<file path="config.mk">
export PLATFORM = sky130hd
export DESIGN_NAME = spi_cmd_target
export DESIGN_NICKNAME = d
export VERILOG_FILES = /design/src/rtl/spi_tgt_pkg.sv /design/src/rtl/spi_tgt_sync.sv /design/src/rtl/spi_tgt_shift.sv /design/src/rtl/spi_tgt_regs.sv /design/src/rtl/spi_cmd_target.sv
export SDC_FILE = /design/constraint.sdc
export NUM_CORES = 1
export LEC_CHECK = 0
export BUFFER_PORTS_ARGS = -buffer_cell sky130_fd_sc_hd__buf_4
export CAP_MARGIN = 20
export CORE_ASPECT_RATIO = 1.1
export CORE_MARGIN = 2
export CORE_UTILIZATION = 50
export DETAILED_ROUTE_END_ITERATION = 8
export PLACE_DENSITY = 0.75
export SLEW_MARGIN = 20
export SYNTH_ARGS = -nofsm -noshare
export SYNTH_HDL_FRONTEND = slang
export SYNTH_SLANG_ARGS = --single-unit
</file>
<file path="constraint.sdc">
create_clock -name clk -period 6.2 [get_ports clk]
set_input_delay 1.24 -clock clk [delete_from_list [all_inputs] [get_ports clk]]
set_output_delay 1.24 -clock clk [all_outputs]
set_load 0.005 [all_outputs]
</file>
<file path="src/rtl/spi_tgt_pkg.sv">
package spi_tgt_pkg;

    typedef enum logic {
        CMD_READ  = 1'b0,
        CMD_WRITE = 1'b1
    } cmd_kind_e;

    function automatic logic [7:0] sat_inc8(input logic [7:0] v, input logic [7:0] lim);
        return (v >= lim) ? lim : v + 8'd1;
    endfunction

endpackage

</file>
<file path="src/rtl/spi_tgt_sync.sv">
module spi_tgt_sync #(
    parameter int STAGES = 2
) (
    input  logic clk,
    input  logic rst_n,
    input  logic sclk_i,
    input  logic cs_n_i,
    input  logic mosi_i,
    output logic sclk_rise_o,
    output logic sclk_fall_o,
    output logic frame_start_o,
    output logic frame_end_o,
    output logic cs_active_o,
    output logic mosi_o
);

    typedef struct packed {
        logic [STAGES-1:0] sclk_p;
        logic [STAGES-1:0] cs_p;
        logic [STAGES-1:0] mosi_p;
        logic              sclk_last;
        logic              cs_last;
    } sync_state_t;

    localparam sync_state_t SYNC_RESET = '{
        sclk_p:    '0,
        cs_p:      '1,
        mosi_p:    '0,
        sclk_last: 1'b0,
        cs_last:   1'b1
    };

    sync_state_t sync_d, sync_q;
    logic sclk_s, cs_s;

    assign sclk_s = sync_q.sclk_p[STAGES-1];
    assign cs_s   = sync_q.cs_p[STAGES-1];

    always_comb begin
        sync_d           = sync_q;
        sync_d.sclk_p    = (sync_q.sclk_p << 1) | STAGES'(sclk_i);
        sync_d.cs_p      = (sync_q.cs_p   << 1) | STAGES'(cs_n_i);
        sync_d.mosi_p    = (sync_q.mosi_p << 1) | STAGES'(mosi_i);
        sync_d.sclk_last = sclk_s;
        sync_d.cs_last   = cs_s;
    end

    always_ff @(posedge clk or negedge rst_n) begin
        if (!rst_n) sync_q <= SYNC_RESET;
        else        sync_q <= sync_d;
    end

    assign sclk_rise_o   = sclk_s & ~sync_q.sclk_last;
    assign sclk_fall_o   = ~sclk_s & sync_q.sclk_last;
    assign frame_start_o = ~cs_s & sync_q.cs_last;
    assign frame_end_o   = cs_s & ~sync_q.cs_last;
    assign cs_active_o   = ~cs_s;
    assign mosi_o        = sync_q.mosi_p[STAGES-1];

endmodule

</file>
<file path="src/rtl/spi_tgt_shift.sv">
module spi_tgt_shift #(
    parameter int FRAME_BITS = 32,
    parameter int CNT_W      = 6
) (
    input  logic                  clk,
    input  logic                  rst_n,
    input  logic                  sclk_rise_i,
    input  logic                  sclk_fall_i,
    input  logic                  mosi_i,
    input  logic                  cs_active_i,
    input  logic                  frame_start_i,
    input  logic [FRAME_BITS-1:0] reply_i,
    output logic                  miso_o,
    output logic [FRAME_BITS-1:0] frame_o,
    output logic                  frame_ok_o
);

    localparam logic [CNT_W-1:0] CNT_GOOD = CNT_W'(FRAME_BITS);
    localparam logic [CNT_W-1:0] CNT_SAT  = CNT_W'(FRAME_BITS + 1);

    typedef struct packed {
        logic [FRAME_BITS-1:0] rx;
        logic [FRAME_BITS-1:0] tx;
        logic [CNT_W-1:0]      cnt;
    } shift_state_t;

    shift_state_t sh_d, sh_q;

    always_comb begin
        sh_d = sh_q;
        if (frame_start_i) begin
            sh_d.tx  = reply_i;
            sh_d.rx  = '0;
            sh_d.cnt = '0;
        end else if (cs_active_i) begin
            if (sclk_rise_i) begin
                sh_d.rx  = {sh_q.rx[FRAME_BITS-2:0], mosi_i};
                sh_d.cnt = (sh_q.cnt >= CNT_SAT) ? CNT_SAT : sh_q.cnt + 1'b1;
            end
            if (sclk_fall_i) begin
                sh_d.tx = {sh_q.tx[FRAME_BITS-2:0], 1'b0};
            end
        end
    end

    always_ff @(posedge clk or negedge rst_n) begin
        if (!rst_n) sh_q <= '0;
        else        sh_q <= sh_d;
    end

    assign miso_o     = cs_active_i & sh_q.tx[FRAME_BITS-1];
    assign frame_o    = sh_q.rx;
    assign frame_ok_o = (sh_q.cnt == CNT_GOOD);

    AST_CNT_BOUNDED: assert property (@(posedge clk) disable iff (!rst_n)
        sh_q.cnt <= CNT_SAT) else $error("edge counter beyond saturation");

    AST_CNT_CLEARED: assert property (@(posedge clk) disable iff (!rst_n)
        frame_start_i |=> (sh_q.cnt == '0)) else $error("counter not cleared at frame start");

    AST_CNT_STEP: assert property (@(posedge clk) disable iff (!rst_n)
        (cs_active_i && sclk_rise_i && !frame_start_i && sh_q.cnt < CNT_SAT)
        |=> (sh_q.cnt == $past(sh_q.cnt) + 1'b1)) else $error("counter missed an edge");

    AST_TX_HOLD: assert property (@(posedge clk) disable iff (!rst_n)
        (cs_active_i && !sclk_fall_i && !frame_start_i) |=> $stable(sh_q.tx))
        else $error("output moved without falling edge");

endmodule

</file>
<file path="src/rtl/spi_tgt_regs.sv">
module spi_tgt_regs
    import spi_tgt_pkg::*;
#(
    parameter int                ADDR_W      = 7,
    parameter int                DATA_W      = 24,
    parameter int                NUM_REGS    = 8,
    parameter logic [ADDR_W-1:0] STATUS_ADDR = 7'h7F
) (
    input  logic                     clk,
    input  logic                     rst_n,
    input  logic                     frame_done_i,
    input  logic                     frame_ok_i,
    input  logic [ADDR_W+DATA_W:0]   frame_i,
    output logic [ADDR_W+DATA_W:0]   reply_o,
    output logic                     fault_o
);

    localparam int IDX_W = (NUM_REGS > 1) ? $clog2(NUM_REGS) : 1;
    localparam logic [ADDR_W-1:0] REG_LIMIT = ADDR_W'(NUM_REGS);

    typedef struct packed {
        logic [NUM_REGS-1:0][DATA_W-1:0] regs;
        logic [ADDR_W-1:0]               prev;
        logic                            fault;
    } reg_state_t;

    reg_state_t rf_d, rf_q;

    cmd_kind_e          cmd_kind;
    logic [ADDR_W-1:0]  cmd_addr;
    logic [DATA_W-1:0]  cmd_data;
    logic               commit;
    logic               status_clear;
    logic [NUM_REGS-1:0] wr_hit;
    logic [DATA_W-1:0]  rd_data;

    assign cmd_kind = cmd_kind_e'(frame_i[ADDR_W+DATA_W]);
    assign cmd_addr = frame_i[ADDR_W+DATA_W-1:DATA_W];
    assign cmd_data = frame_i[DATA_W-1:0];
    assign commit   = frame_done_i & frame_ok_i;
    assign status_clear = commit && (cmd_kind == CMD_WRITE) && (cmd_addr == STATUS_ADDR);

    for (genvar gi = 0; gi < NUM_REGS; gi++) begin : g_hit
        assign wr_hit[gi] = commit && (cmd_kind == CMD_WRITE) &&
                            (cmd_addr == ADDR_W'(gi));
    end

    always_comb begin
        if (rf_q.prev < REG_LIMIT)
            rd_data = rf_q.regs[rf_q.prev[IDX_W-1:0]];
        else if (rf_q.prev == STATUS_ADDR)
            rd_data = DATA_W'(rf_q.fault);
        else
            rd_data = '0;
    end

    always_comb begin
        rf_d = rf_q;
        for (int i = 0; i < NUM_REGS; i++) begin
            if (wr_hit[i]) rf_d.regs[i] = cmd_data;
        end
        if (frame_done_i) begin
            if (frame_ok_i) begin
                rf_d.prev = cmd_addr;
                if (status_clear) rf_d.fault = 1'b0;
            end else begin
                rf_d.fault = 1'b1;
            end
        end
    end

    always_ff @(posedge clk or negedge rst_n) begin
        if (!rst_n) rf_q <= '0;
        else        rf_q <= rf_d;
    end

    assign reply_o = {rf_q.fault, rf_q.prev, rd_data};
    assign fault_o = rf_q.fault;

    AST_BAD_SETS_FAULT: assert property (@(posedge clk) disable iff (!rst_n)
        (frame_done_i && !frame_ok_i) |=> rf_q.fault) else $error("bad frame not flagged");

    AST_BAD_KEEPS_PTR: assert property (@(posedge clk) disable iff (!rst_n)
        (frame_done_i && !frame_ok_i) |=> $stable(rf_q.prev)) else $error("pointer moved on bad frame");

    AST_BAD_KEEPS_REGS: assert property (@(posedge clk) disable iff (!rst_n)
        (frame_done_i && !frame_ok_i) |=> $stable(rf_q.regs)) else $error("register written on bad frame");

    AST_FAULT_STICKY: assert property (@(posedge clk) disable iff (!rst_n)
        (rf_q.fault && !(frame_done_i && frame_ok_i && cmd_kind == CMD_WRITE && cmd_addr == STATUS_ADDR))
        |=> rf_q.fault) else $error("fault dropped without clear");

    AST_READ_NO_WRITE: assert property (@(posedge clk) disable iff (!rst_n)
        (frame_done_i && cmd_kind == CMD_READ) |=> $stable(rf_q.regs)) else $error("read frame wrote");

endmodule

</file>
<file path="src/rtl/spi_cmd_target.sv">
module spi_cmd_target #(
    parameter int                ADDR_W      = 7,
    parameter int                DATA_W      = 24,
    parameter int                NUM_REGS    = 8,
    parameter logic [ADDR_W-1:0] STATUS_ADDR = 7'h7F,
    parameter int                SYNC_STAGES = 2
) (
    input  logic clk,
    input  logic rst_n,
    input  logic sclk,
    input  logic cs_n,
    input  logic mosi,
    output logic miso,
    output logic clk_fault
);

    localparam int FRAME_BITS = 1 + ADDR_W + DATA_W;
    localparam int CNT_W      = $clog2(FRAME_BITS + 2);

    logic                  sclk_rise, sclk_fall, frame_start, frame_end, cs_active, mosi_s;
    logic [FRAME_BITS-1:0] frame_word, reply_word;
    logic                  frame_ok;

    spi_tgt_sync #(.STAGES(SYNC_STAGES)) u_sync (
        .clk           (clk),
        .rst_n         (rst_n),
        .sclk_i        (sclk),
        .cs_n_i        (cs_n),
        .mosi_i        (mosi),
        .sclk_rise_o   (sclk_rise),
        .sclk_fall_o   (sclk_fall),
        .frame_start_o (frame_start),
        .frame_end_o   (frame_end),
        .cs_active_o   (cs_active),
        .mosi_o        (mosi_s)
    );

    spi_tgt_shift #(.FRAME_BITS(FRAME_BITS), .CNT_W(CNT_W)) u_shift (
        .clk           (clk),
        .rst_n         (rst_n),
        .sclk_rise_i   (sclk_rise),
        .sclk_fall_i   (sclk_fall),
        .mosi_i        (mosi_s),
        .cs_active_i   (cs_active),
        .frame_start_i (frame_start),
        .reply_i       (reply_word),
        .miso_o        (miso),
        .frame_o       (frame_word),
        .frame_ok_o    (frame_ok)
    );

    spi_tgt_regs #(
        .ADDR_W      (ADDR_W),
        .DATA_W      (DATA_W),
        .NUM_REGS    (NUM_REGS),
        .STATUS_ADDR (STATUS_ADDR)
    ) u_regs (
        .clk          (clk),
        .rst_n        (rst_n),
        .frame_done_i (frame_end),
        .frame_ok_i   (frame_ok),
        .frame_i      (frame_word),
        .reply_o      (reply_word),
        .fault_o      (clk_fault)
    );

endmodule

</file>
# After elaboration in Yosys (flattened, before gate mapping)
# Cells that the tools add are included.
# word_totals
in_bits	5
output_inout_bits	2
reg_bits	278
wordCells	76
# op_classes
n_lt_le_gt_ge	3
n_bitwise	13
mux	12
n_reduce_logical	17
addsub	1
eq_ne	12
# ops
operator	n
2-to-1 mux 70 bit	2
binary-select mux 24 bit (select 3 bit)	1
2-to-1 mux 32 bit	2
2-to-1 mux 24 bit	2
equality test 7 x 3 -> 1 bit, second input constant	4
equality test 7 x 2 -> 1 bit, second input constant	2
equality test 7 bit, second input constant	2
2-to-1 mux 6 bit	2
logical AND 1 bit	10
AND reduction 2 bit	4
equality test 7 x 1 -> 1 bit, second input constant	1
logical NOT 7 bit	1
< comparator 7 x 4 -> 1 bit, second input constant	1
adder 6 x 1 -> 6 bit, second input constant	1
AND 1 bit	6
equality test 6 bit, second input constant	1
greater-or-equal comparator 6 bit, second input constant	1
OR 2 x 1 -> 2 bit	3
< comparator 3 x 4 -> 1 bit, second input constant	1
!= test 2 bit, second input constant	2
NOT 1 bit	4
nonzero test 2 bit	2
2-to-1 mux 1 bit	3

# Depth between registers and ports, before layout
# logic_depth
word_depth	7
depth_mapped	7
ltp_nobuf	6

# Hierarchy
# Synthesis repeated with hierarchy kept, for this count alone.
# hier_totals
hier_cells	931
area_unflattened_um2	12753.5
# modules_own_cells
module	cells_per_inst	seq_area_each_um2	area_each_um2	n_inst
spi_tgt_regs	565	5004.8	9176.3	1
spi_tgt_shift	353	1751.7	3339.5	1
spi_tgt_sync	13	203.9	237.7	1

# Worst setup path before layout
# OpenSTA, ideal clock, no wires.
# synth_path
kind	flip-flop to flip-flop
from	register u_sync.sync_q (netlist bit u_sync.cs_s)
to	register u_regs.rf_q[100] (netlist name)
arrival_ns	1.985
n_path_buf	1
synth_period_minus_slack_ns	2.110
setup_time_ns	0.125
path_slack_ns	4.090
t_required_ns	6.075
path_stages_with_launch	6
cell_sequence	dfstp_2 nor2b_1 nand4_4 nor4_4 buf_4 mux2_2
# synth_between
elab_chain_len	4
# synth_rtl
element	line	text
start: declaration	spi_tgt_sync.sv:33	sync_state_t sync_d, sync_q;
start signal: assignment	spi_tgt_sync.sv:50	else sync_q <= sync_d;
AND 1 bit	spi_tgt_sync.sv:56	assign frame_end_o = cs_s & ~sync_q.cs_last;
AND 1 bit	spi_tgt_regs.sv:40	assign commit = frame_done_i & frame_ok_i;
logical AND 1 bit (2 in a row)	spi_tgt_regs.sv:44	assign wr_hit[gi] = commit && (cmd_kind == CMD_WRITE) &&
end signal: assignment	spi_tgt_regs.sv:74	else rf_q <= rf_d;
end: declaration	spi_tgt_regs.sv:27	reg_state_t rf_d, rf_q;
# Every way passes these cells.
# A chain may end at the register's enable or synchronous reset.

# Worst setup path after layout
# layout_path
from	register u_sync.sync_q (netlist bit u_sync.cs_s)
to	register u_regs.rf_q[21] (netlist name)
# The elaborated chain is that of the path after synthesis.

==> flow_summary.yaml <==
outcome:
  status: "complete, no violations"
drt:
  vias_per_cell: 5.93
  firstDrtPassIters: 4
  vias: 6881
  drtIter0Drc: 533
  wl_um: 24200
  routedWlPerCell_um: 20.9
  drc_errors: 0
  postRouteAntennaNets: 0
finish:
  antenna_cells: 0
  fin_area_um2: 13500
  layout_common_cells: "273 x dfrtp_1, 177 x mux2_2, 47 x mux4_2"
  area_delta_synth_final_pct: 10.0
  final_core_util_pct: 55.5
  multi_input_area_um2: 4950
  seq_area_um2: 6970
  layout.cells.non_filler: 1160
  fillers: 1977
  final_common_cell: "dfrtp_1"
  drive_above_1_share_pct: 36.8
  finalNetCount: 838
floorplanning:
  die_x_um: 153
  coreArea_um2: 24300
  fp.dieArea_um2: 25800
  die_h_um: 168
  start_util_pct: 50.5
  num_rows: 60
  ios: 7
global_route:
  grt_pass1_vias: 7450
  grt_max_degree: 151
  grt_util_all_layers_pct: 19.6
  antenna_found_initial: 0
  grt_overflow: 0
  grt_pass1_wl_um: 40700
place:
  routabilityCongestion: 0.759
  dpl.hpwl_um: 13700
  postPlaceCellArea_um2: 12500
  portBuffers: 6
  place_inst: 1105
  dp_slack_ns: 2.96
logic_synthesis:
  async_flop_share_pct: 100
  synth-edff-count: 0
  yosysSeqAreaShare_pct: 56.7
  syn_inst: 855
  syn-num-nets: 864
  synth_top_flop_cell: "dfrtp_1"
  syn_area_per_cell_um2: 14.4
  synth-warning-count: 0
  ys_types: 45
  synth_area_um2: 12300
  ys_ff_latch: 278
sta:
  fmax_mhz: 313
  hold_slack_ns: 0.350
  worst_pin_slew_ns: 1.06
  hold_violations: 0
  relSlewSlack_pct: 29.0
  rsz0062_at_grt: "no"
  fin_setup_tns_ns: 0
  skew_ns: 0.0167
  fin_crit_ns: 3.20
  fin_ws_ns: 3.00
  maxSlewViolCount: 0
  finalSetupViolCount: 0
  period_share_pct: 51.6
clock_network:
  cts_tree: "yes"
  clk_path_buf_depth: 3
  cts.repair.resized: 0
  cts_root_buffer: "clkbuf_16"
  path_clk_slew_ns: 0.06
  cts_hold_buf: 0
  insertion_delay_ns: 0.54
  htreeDepth: 1
  numClockSinks: 278
  post_cts_buffers: 0
  cts_buffers: 28
worst_setup_path:
  crit_fanout: 13
  reg2reg_depth: 5
  end_kind: "register"
  critPathKind: "reg2reg"
  cp.required_ns: 6.63
  cp_data_arrival_time_ns: 3.62
  worstSetupStartpointType: "register"
power_and_ir_drop:
  power.total_mw: 3.73
  p_sw_mw: 0.804
  internal_power_mw: 2.93
  pwr-share-clk_pct: 45.7
  p_seq_share_pct: 50.6
  ir_drop_uv: 269
  power_density_nw_per_um2: 276
  p_leak_nw: 6.41
  switching_share_pct: 21.6
  pwr-share-comb_pct: 3.7
worst_hold_path:
  min_path_type: "reg2reg"
  hold_depth: 0
flow_run:
  maxCapViolCount: 0
==> logic make-up after synthesis <==
| logic type | Yosys count | synth area share, % |
|---|---|---|
| adders and majority gates | 4 | 0.408 |
| AOI/OAI and AO/OA | 102 | 5.93 |
| xor gates and xnor gates | 2 | 0.143 |
| DFF | 278 | 56.7 |
| muxes | 264 | 28.5 |
| and+or+nand+nor | 120 | 5.19 |
| buffers and inverters | 85 | 3.11 |
==> cell usage after synthesis, drive strengths merged, types with 2 or more instances <==
master / number / share of area, %
dfstp: 3 / 0.64
or4: 2 / 0.15
clkbuf: 30 / 0.92
buf: 50 / 2.0
a31oi: 9 / 0.46
dfrtp: 275 / 56
a211oi: 2 / 0.12
a22o: 33 / 2.4
nand2: 45 / 1.4
mux4: 47 / 8.6
nand2b: 6 / 0.31
o21ai: 3 / 0.12
nor4: 4 / 0.50
xnor2: 2 / 0.14
a21oi: 26 / 1.1
nor2: 40 / 1.2
nand4: 7 / 0.63
nor2b: 4 / 0.20
a22oi: 22 / 1.3
inv: 5 / 0.15
mux2: 217 / 20
nor3: 3 / 0.16
o31ai: 2 / 0.12
and4: 2 / 0.14
ha: 4 / 0.41
nand3: 3 / 0.12
==> worst max-delay path, stage by stage, from the launching register on <==
cell and delay (ns):
dfstp_2 0.66, nor2b_1 0.32, and4_1 0.53, nand4b_1 0.77, buf_4 0.50, mux2_2 0.30
==> routing by layer <==
layer	global-route usage (%)	part of all wire (%)
met1	27.0	44
met3	2.47	4.6
met5	0	0
met4	4.87	1.3
met2	33.4	51
==> final cells by class <==
type / count / area share (%)
flip-flops and latches: 278 / 51.6
multi-input cells: 492 / 36.7
clock buffers: 45 / 6.63
well taps: 310 / 2.87
repair buffers: 24 / 1.69
clock inverters: 6 / 0.426
inverters: 5 / 0.139
==> sequential cells by signal, summed over array words and instances, names as in the netlist <==
| signal | flops |
|---|---|
| u_regs.fault_o | 1 |
| u_regs.reply_o | 7 |
| u_regs.rf_q | 192 |
| u_shift.frame_o | 32 |
| u_shift.sh_q | 38 |
| u_sync.cs_s | 1 |
| u_sync.mosi_o | 1 |
| u_sync.sclk_s | 1 |
| u_sync.sync_q | 5 |
==> power by group through the flow <==
stage	clock, mW	sequential [mW]	combinational, mW
floorplan	0	1.91	0.0804
global placement	0	1.92	0.138
detailed placement	0	1.92	0.142
CTS	1.74	1.89	0.142
global route	1.81	1.89	0.160
finish	1.71	1.89	0.138
==> worst paths after layout <==
check / from / end / slack [ns]
max: u_sync.cs_s$_DFF_PN1_ / u_regs.rf_q[21]$_DFFE_PN0P_ / 3.00
min: u_sync.sync_q[2]$_DFF_PN0_ / u_sync.mosi_o$_DFF_PN0_ / 0.35
max reg2reg: u_sync.cs_s$_DFF_PN1_ / u_regs.rf_q[21]$_DFFE_PN0P_ / 3.00
min reg2reg: u_sync.sync_q[2]$_DFF_PN0_ / u_sync.mosi_o$_DFF_PN0_ / 0.35
max in group asynchronous: rst_n / u_regs.rf_q[72]$_DFFE_PN0P_ / 4.11
min in group asynchronous: rst_n / u_regs.rf_q[29]$_DFFE_PN0P_ / 0.81
Power figures use the tool's default switching activity.
